===== config.mk =====
export PLATFORM = sky130hd
export DESIGN_NAME = relay_regfile
export DESIGN_NICKNAME = d
export VERILOG_FILES = /design/src/rtl/relay_rf_pkg.sv /design/src/rtl/rf_sequencer.sv /design/src/rtl/rf_code_decoder.sv /design/src/rtl/rf_level_detect.sv /design/src/rtl/relay_regfile.sv
export SDC_FILE = /design/constraint.sdc
export NUM_CORES = 1
export LEC_CHECK = 0
export BUFFER_PORTS_ARGS = -buffer_cell sky130_fd_sc_hd__buf_2
export CORE_MARGIN = 2
export CORE_UTILIZATION = 25
export DETAILED_ROUTE_END_ITERATION = 6
export GPL_TIMING_DRIVEN = 0
export HOLD_SLACK_MARGIN = 0.03
export MAX_ROUTING_LAYER = met4
export PLACE_DENSITY = 0.47
export SKIP_CTS_REPAIR_TIMING = 1
export SLEW_MARGIN = 20
export SYNTH_ARGS = -nofsm -noshare
export SYNTH_HDL_FRONTEND = slang
export SYNTH_SLANG_ARGS = --single-unit
export TNS_END_PERCENT = 5

===== constraint.sdc =====
create_clock -name clk -period 2.5 [get_ports clk]
set_input_delay 0.375 -clock clk [delete_from_list [all_inputs] [get_ports clk]]
set_output_delay 0.375 -clock clk [all_outputs]
set_load 0.02 [all_outputs]

===== src/rtl/relay_rf_pkg.sv =====
package relay_rf_pkg;
    parameter int DATA_W    = 10;
    parameter int CODE_W    = 4;
    parameter int NUM_CODES = 1 << CODE_W;
    parameter int NUM_PHYS  = 12;

    localparam int CODE_JBASE   = 8;
    localparam int CODE_INSTR   = 10;
    localparam int CODE_STATUS  = 12;
    localparam int CODE_SEG_HI  = 13;
    localparam int CODE_SEG_MID = 14;
    localparam int CODE_SEG_LO  = 15;

    typedef logic [DATA_W-1:0] word_t;
    typedef logic [CODE_W-1:0] code_t;

    typedef enum logic [1:0] {
        PH_IDLE  = 2'd0,
        PH_CLEAR = 2'd1,
        PH_LOAD  = 2'd2,
        PH_HOLD  = 2'd3
    } phase_e;

    typedef struct packed {
        logic [NUM_CODES-1:1] en;
        logic [NUM_CODES-1:1] clr;
    } strobe_t;

    function automatic logic is_readable_phys(input int c);
        return (c >= 1) && (c <= NUM_PHYS) && (c != CODE_STATUS);
    endfunction
endpackage


===== src/rtl/rf_sequencer.sv =====
module rf_sequencer
    import relay_rf_pkg::*;
(
    input  logic   clk,
    input  logic   rst,
    input  logic   req,
    input  code_t  src_in,
    input  code_t  dst_in,
    output phase_e phase,
    output code_t  src_q,
    output code_t  dst_q,
    output logic   accept
);
    assign accept = req && (phase == PH_IDLE);

    always_ff @(posedge clk) begin
        if (rst) begin
            phase <= PH_IDLE;
            src_q <= '0;
            dst_q <= '0;
        end else begin
            case (phase)
                PH_IDLE: begin
                    if (accept) begin
                        phase <= PH_CLEAR;
                        src_q <= src_in;
                        dst_q <= dst_in;
                    end
                end
                PH_CLEAR: phase <= PH_LOAD;
                PH_LOAD:  phase <= PH_HOLD;
                default:  phase <= PH_IDLE;
            endcase
        end
    end
endmodule


===== src/rtl/rf_code_decoder.sv =====
module rf_code_decoder
    import relay_rf_pkg::*;
#(
    parameter bit IS_DEST = 1'b0
) (
    input  phase_e  phase,
    input  code_t   code,
    output strobe_t strb
);
    logic clear_win;
    logic load_win;

    assign load_win = (phase == PH_LOAD);

    generate
        if (IS_DEST) begin : g_dest
            assign clear_win = (phase == PH_CLEAR) || (phase == PH_LOAD);
        end else begin : g_src
            assign clear_win = 1'b0;
        end
    endgenerate

    always_comb begin
        strb.en  = '0;
        strb.clr = '0;
        for (int c = 1; c < NUM_CODES; c++) begin
            if (int'(code) == c) begin
                strb.en[c]  = load_win;
                strb.clr[c] = clear_win;
            end
        end
    end
endmodule


===== src/rtl/rf_level_detect.sv =====
module rf_level_detect #(
    parameter int W        = 10,
    parameter bit NOP_MODE = 1'b1
) (
    input  logic [W-1:0] value,
    output logic         flag
);
    logic all_zero;
    assign all_zero = ~|value;

    generate
        if (NOP_MODE) begin : g_nop
            logic all_one;
            assign all_one = &value;
            assign flag    = all_zero ^ all_one;
        end else begin : g_any
            assign flag = ~all_zero;
        end
    endgenerate
endmodule


===== src/rtl/relay_regfile.sv =====
module relay_regfile
    import relay_rf_pkg::*;
(
    input  logic              clk,
    input  logic              rst,
    input  logic              copy_req,
    input  logic [CODE_W-1:0] src_code,
    input  logic [CODE_W-1:0] dst_code,
    input  logic [DATA_W-1:0] ext_bus,
    input  logic [DATA_W-1:0] seg_hi,
    input  logic [DATA_W-1:0] seg_mid,
    input  logic [DATA_W-1:0] seg_lo,
    output logic              busy,
    output logic [DATA_W-1:0] bus_out,
    output logic [DATA_W-1:0] ir_q,
    output logic [DATA_W-1:0] status_q,
    output logic              nop_flag,
    output logic              jb_used,
    output logic              enc_signed,
    output logic              enc_hex
);
    phase_e  phase;
    code_t   src_q;
    code_t   dst_q;
    logic    accept;
    strobe_t src_strb;
    strobe_t dst_strb;
    strobe_t strb;
    word_t   regs [NUM_PHYS];
    word_t   snap_d;
    word_t   snap_q;
    word_t   src_val;

    rf_sequencer u_seq (
        .clk    (clk),
        .rst    (rst),
        .req    (copy_req),
        .src_in (src_code),
        .dst_in (dst_code),
        .phase  (phase),
        .src_q  (src_q),
        .dst_q  (dst_q),
        .accept (accept)
    );

    rf_code_decoder #(.IS_DEST(1'b0)) u_src_dec (
        .phase (phase),
        .code  (src_q),
        .strb  (src_strb)
    );

    rf_code_decoder #(.IS_DEST(1'b1)) u_dst_dec (
        .phase (phase),
        .code  (dst_q),
        .strb  (dst_strb)
    );

    // Wired-OR of the two decoders onto shared per-code strobes
    assign strb.en  = src_strb.en  | dst_strb.en;
    assign strb.clr = src_strb.clr | dst_strb.clr;

    assign busy = (phase != PH_IDLE);

    // Source value captured before any clear, so a self-copy survives
    always_comb begin
        snap_d = '0;
        for (int k = 0; k < NUM_PHYS; k++) begin
            if ((int'(src_code) == k + 1) && is_readable_phys(k + 1)) begin
                snap_d = regs[k];
            end
        end
    end

    always_ff @(posedge clk) begin
        if (rst) begin
            snap_q <= '0;
        end else if (accept) begin
            snap_q <= snap_d;
        end
    end

    always_comb begin
        if (int'(src_q) == CODE_SEG_HI) begin
            src_val = seg_hi;
        end else if (int'(src_q) == CODE_SEG_MID) begin
            src_val = seg_mid;
        end else if (int'(src_q) == CODE_SEG_LO) begin
            src_val = seg_lo;
        end else begin
            src_val = snap_q;
        end
    end

    assign bus_out = ext_bus | (busy ? src_val : '0);

    // Clear alone empties the cell; clear with enable makes it follow the bus
    generate
        for (genvar k = 0; k < NUM_PHYS; k++) begin : g_cell
            always_ff @(posedge clk) begin
                if (rst) begin
                    regs[k] <= '0;
                end else if (strb.clr[k+1]) begin
                    regs[k] <= strb.en[k+1] ? bus_out : '0;
                end
            end
        end
    endgenerate

    always_ff @(posedge clk) begin
        if (rst) begin
            enc_signed <= 1'b0;
            enc_hex    <= 1'b0;
        end else begin
            if (strb.clr[CODE_SEG_HI] && !strb.en[CODE_SEG_HI]) begin
                enc_hex <= 1'b0;
            end
            if (strb.clr[CODE_SEG_HI] && strb.en[CODE_SEG_HI]) begin
                enc_signed <= 1'b1;
            end
            if (strb.clr[CODE_SEG_MID] && strb.en[CODE_SEG_MID]) begin
                enc_hex <= 1'b1;
            end
            if (strb.clr[CODE_SEG_LO] && strb.en[CODE_SEG_LO]) begin
                enc_signed <= 1'b0;
                enc_hex    <= 1'b0;
            end
        end
    end

    assign ir_q     = regs[CODE_INSTR-1];
    assign status_q = regs[CODE_STATUS-1];

    rf_level_detect #(.W(DATA_W), .NOP_MODE(1'b1)) u_nop_det (
        .value (regs[CODE_INSTR-1]),
        .flag  (nop_flag)
    );

    rf_level_detect #(.W(DATA_W), .NOP_MODE(1'b0)) u_jb_det (
        .value (regs[CODE_JBASE-1]),
        .flag  (jb_used)
    );
endmodule


==> summary.md <==
| Metric | Value |
|---|---|
| CTS tree | `done` |
| Syn Area/Cell | `11.3 um2` |
| # DRC | `0` |
| Ys flop type | `edfxtp_1` |
| Highest net fanout along the worst path | `8` |
| Hold Crit Class | `input port to register` |
| PortBufs | `81` |
| RSZ-0062 raised after global routing | `true` |
| Count leader, synth | `nor2_1` |
| Status | `complete, but fails checks` |
| Int Pwr | `4.58 mW` |
| Commonest cells in the netlist | `nor2_1 (151), edfxtp_1 (120), nand2_1 (53)` |
| Layout cells sized above 1 | `33.6%` |
| Non-filler cells, final | `1,158` |
| Initial Util | `25.6%` |
| DR iter-0 viols | `506` |
| Crit share post-route | `102%` |
| Clock power share | `39.5%` |
| Root Buffer | `clkbuf_16` |
| DR pass1 iterations | `5` |
| Reg-to-reg slack, setup | `320 ps` |
| First-pass GRT wire length | `35,700 um` |
| Vias | `5,511` |
| Hpwl dp | `17,100 um` |
| Post-synth top area share | `50.4%` |
| Antenna violations before repair | `0` |
| Comb power frac | `17.3%` |
| Failing checks | `setup timing` |
| Clock latency on the worst-skew pair | `430 ps` |
| Tmin final | `2560 ps` |
| Post-Place Cells | `1,093` |
| Core Region | `0.0279 mm2` |
| Routed len/inst | `21.2 um` |
| Sequential Power Share | `43.3%` |
| Max Root-Sink Buffers | `2` |
| Largest net degree at the start of global routing | `17` |
| Register bit total from synthesis | `142` |
| CP Class | `register to primary output` |
| Placer Congestion | `0.813` |
| Pre-CTS setup slack | `-12.6 ps` |
| Sequential share of the synthesized area | `56.6%` |
| Grt met2 use | `25.8%` |
| Crit path arrival time | `2180 ps` |
| Synth area leaders | `edfxtp_1 (50%), nor2_1 (7.9%), dfxtp_1 (6.2%)` |
| Setup violators final | `3` |
| R2R Path End | `regs[9][5]` |
| Worst Setup SP | `u_seq.src_q[0]` |
| Max VDD drop | `0.433 mV` |
| Die Wd | `173 um` |
| Max Freq | `0.391 GHz` |
| Area growth, synth to finish | `27.2%` |
| FFs w/ async S/R, synth | `0%` |
| Die height | `173 um` |
| CTS Buf Count | `17` |
| Crit path capture | `bus_out[8]` |
| # nets final | `821` |
| Switching Share | `28.3%` |
| Met1 Resource Use GR | `22.7%` |
| Reg clk slew, reported paths | `60 ps` |
| M3 GR Usage | `3.36%` |
| Final Max Slew Viols | `0` |
| CTS sink count | `142` |
| Rel. slew slack | `49.3%` |
| Top Usage Layer GRT | `met2` |
| Syn. warnings | `0` |
| Number of H-tree levels | `4` |
| Slew @ Worst Pin | `761 ps` |
| Fin Hold WS | `189 ps` |
| Leakage | `3.53 nW` |
| Cell variety after synth | `66` |
| Net Switching | `1.80 mW` |
| Antenna viol nets, final | `0` |
| Gr usage total | `16.9%` |
| Final core occ | `32.5%` |
| Ports | `86` |
| Biggest area consumer among synthesized cells | `edfxtp_1` |
| Final setup margin | `-55.7 ps` |
| CP Data Required Time | `2120 ps` |
| Vias in the first global route | `5,373` |
| Syn Nets | `688` |
| Die ar. | `0.0299 mm2` |
| Routed vias/inst | `4.76` |
| CP Launch Type | `register` |
| WL final | `24,500 um` |
| Post-synth EDFFs | `120` |
| Max-cap violations | `0` |
| GRT overflow | `0` |
| Clk_skew | `13.0 ps` |
| Pwr dens | `702 mW/mm2` |
| CP endpoint kind | `primary output` |
| Worst reg2reg path startpoint | `u_seq.phase[0]` |
| FP Rows | `61` |
| # diodes | `0` |
| Post-Syn Instances | `634` |
| Hold Fails Final Rpt | `0` |
| Cell area after synthesis | `0.00714 mm2` |
| Path depth of the worst reg2reg path | `5` |
## flip-flops by register name, summed over array words and instances, names as in the netlist
register     count
u_seq.phase      2
regs           120
snap_q          10
u_seq.dst_q      4
enc_hex          1
u_seq.src_q      4
enc_signed       1
## stage by stage
stage,cell area (um2),setup TNS (ps),power (mW)
after CTS,8610,-3400,6.23
after floorplan,7140,0,3.39
after global routing,9090,-659,6.59
final,9090,-114,6.38
after global placement,8020,-1300,3.75
after detailed placement,8040,-12.6,3.75
## routing by layer
metal | up-vias | part of all wire (%)
li1 | 2561 | -
met3 | 20 | 4.6
met2 | 131 | 46
met1 | 2799 | 47
met4 | 0 | 1.5
met5 | - | 0
## final cells by class
| type | instances | area [um2] |
|---|---|---|
| timing repair buffer | 114 | 689 |
| buffer | 47 | 449 |
| sequential | 142 | 4050 |
| clock inverter | 14 | 146 |
| inverter | 17 | 68.8 |
| clock buffer | 18 | 429 |
| fill | 2884 | 18800 |
| tap | 378 | 473 |
| multi-input combinational | 428 | 2780 |
## worst min-delay path by stage
stage | start | slack (ps) | cells past startpoint | end
finish | dst_code[2] | 190 | 3 | u_seq.dst_q[2]
global placement | u_seq.src_q[1] | 460 | 2 | u_seq.src_q[1]
floorplan | snap_q[2] | 420 | 2 | snap_q[2]
CTS | dst_code[3] | 180 | 3 | u_seq.dst_q[3]
detailed placement | u_seq.src_q[2] | 470 | 2 | u_seq.src_q[2]
global route | dst_code[1] | 180 | 3 | u_seq.dst_q[1]
## critical path: stages, from the launching register on
cell,delay (ps)
dfxtp_4,380
clkbuf_16,160
mux2_4,310
mux2i_4,170
o21ai_2,100
a21oi_4,290
buf_12,180
inv_4,30
buf_6,120
## power groups by stage
| stage | Combinational (mW) | Clock, mW | Sequential (mW) |
|---|---|---|---|
| 3_5_place_dp | 0.946 | 0 | 2.80 |
| 6_report | 1.10 | 2.52 | 2.76 |
| 4_1_cts | 0.949 | 2.53 | 2.76 |
| 3_3_place_gp | 0.943 | 0 | 2.80 |
| 5_1_grt | 1.18 | 2.64 | 2.77 |
| 2_1_floorplan | 0.592 | 0 | 2.79 |
## kinds of logic (layout without fill, tap and decap cells)
family | count (synthesis) | after routing | share of synthesized area [%]
simple gates | 258 | 258 | 15.7
mux | 46 | 46 | 8.69
flops | 142 | 142 | 56.6
xor+xnor | 1 | 1 | 0.123
compound gates | 120 | 120 | 12.0
buf+inv | 64 | 210 | 6.36
fa+ha+maj | 3 | 3 | 0.526
## cells in the final DEF (no fill, tap or decap), drive strengths merged, types with 3 or more instances in the layout
master    synthesis  final
mux2i            20     20
nor2b             5      5
buf              37    150
mux4              7      7
nor3             16     16
inv              17     17
nor4              5      5
ha                3      3
mux2             19     19
nor3b             3      3
clkinvlp          0      6
clkbuf           10     29
nand4             3      3
nand3             5      5
a21oi            38     38
edfxtp          120    120
a31o              5      5
o22ai             9      9
a21o              3      3
nand2            53     53
a221oi           12     12
nor2            151    151
nand2b            4      4
clkinv            0      6
a211o             5      5
o21bai            4      4
a211oi            4      4
o21ai            27     27
dfxtp            22     22
(Power assumes the default switching activity.)
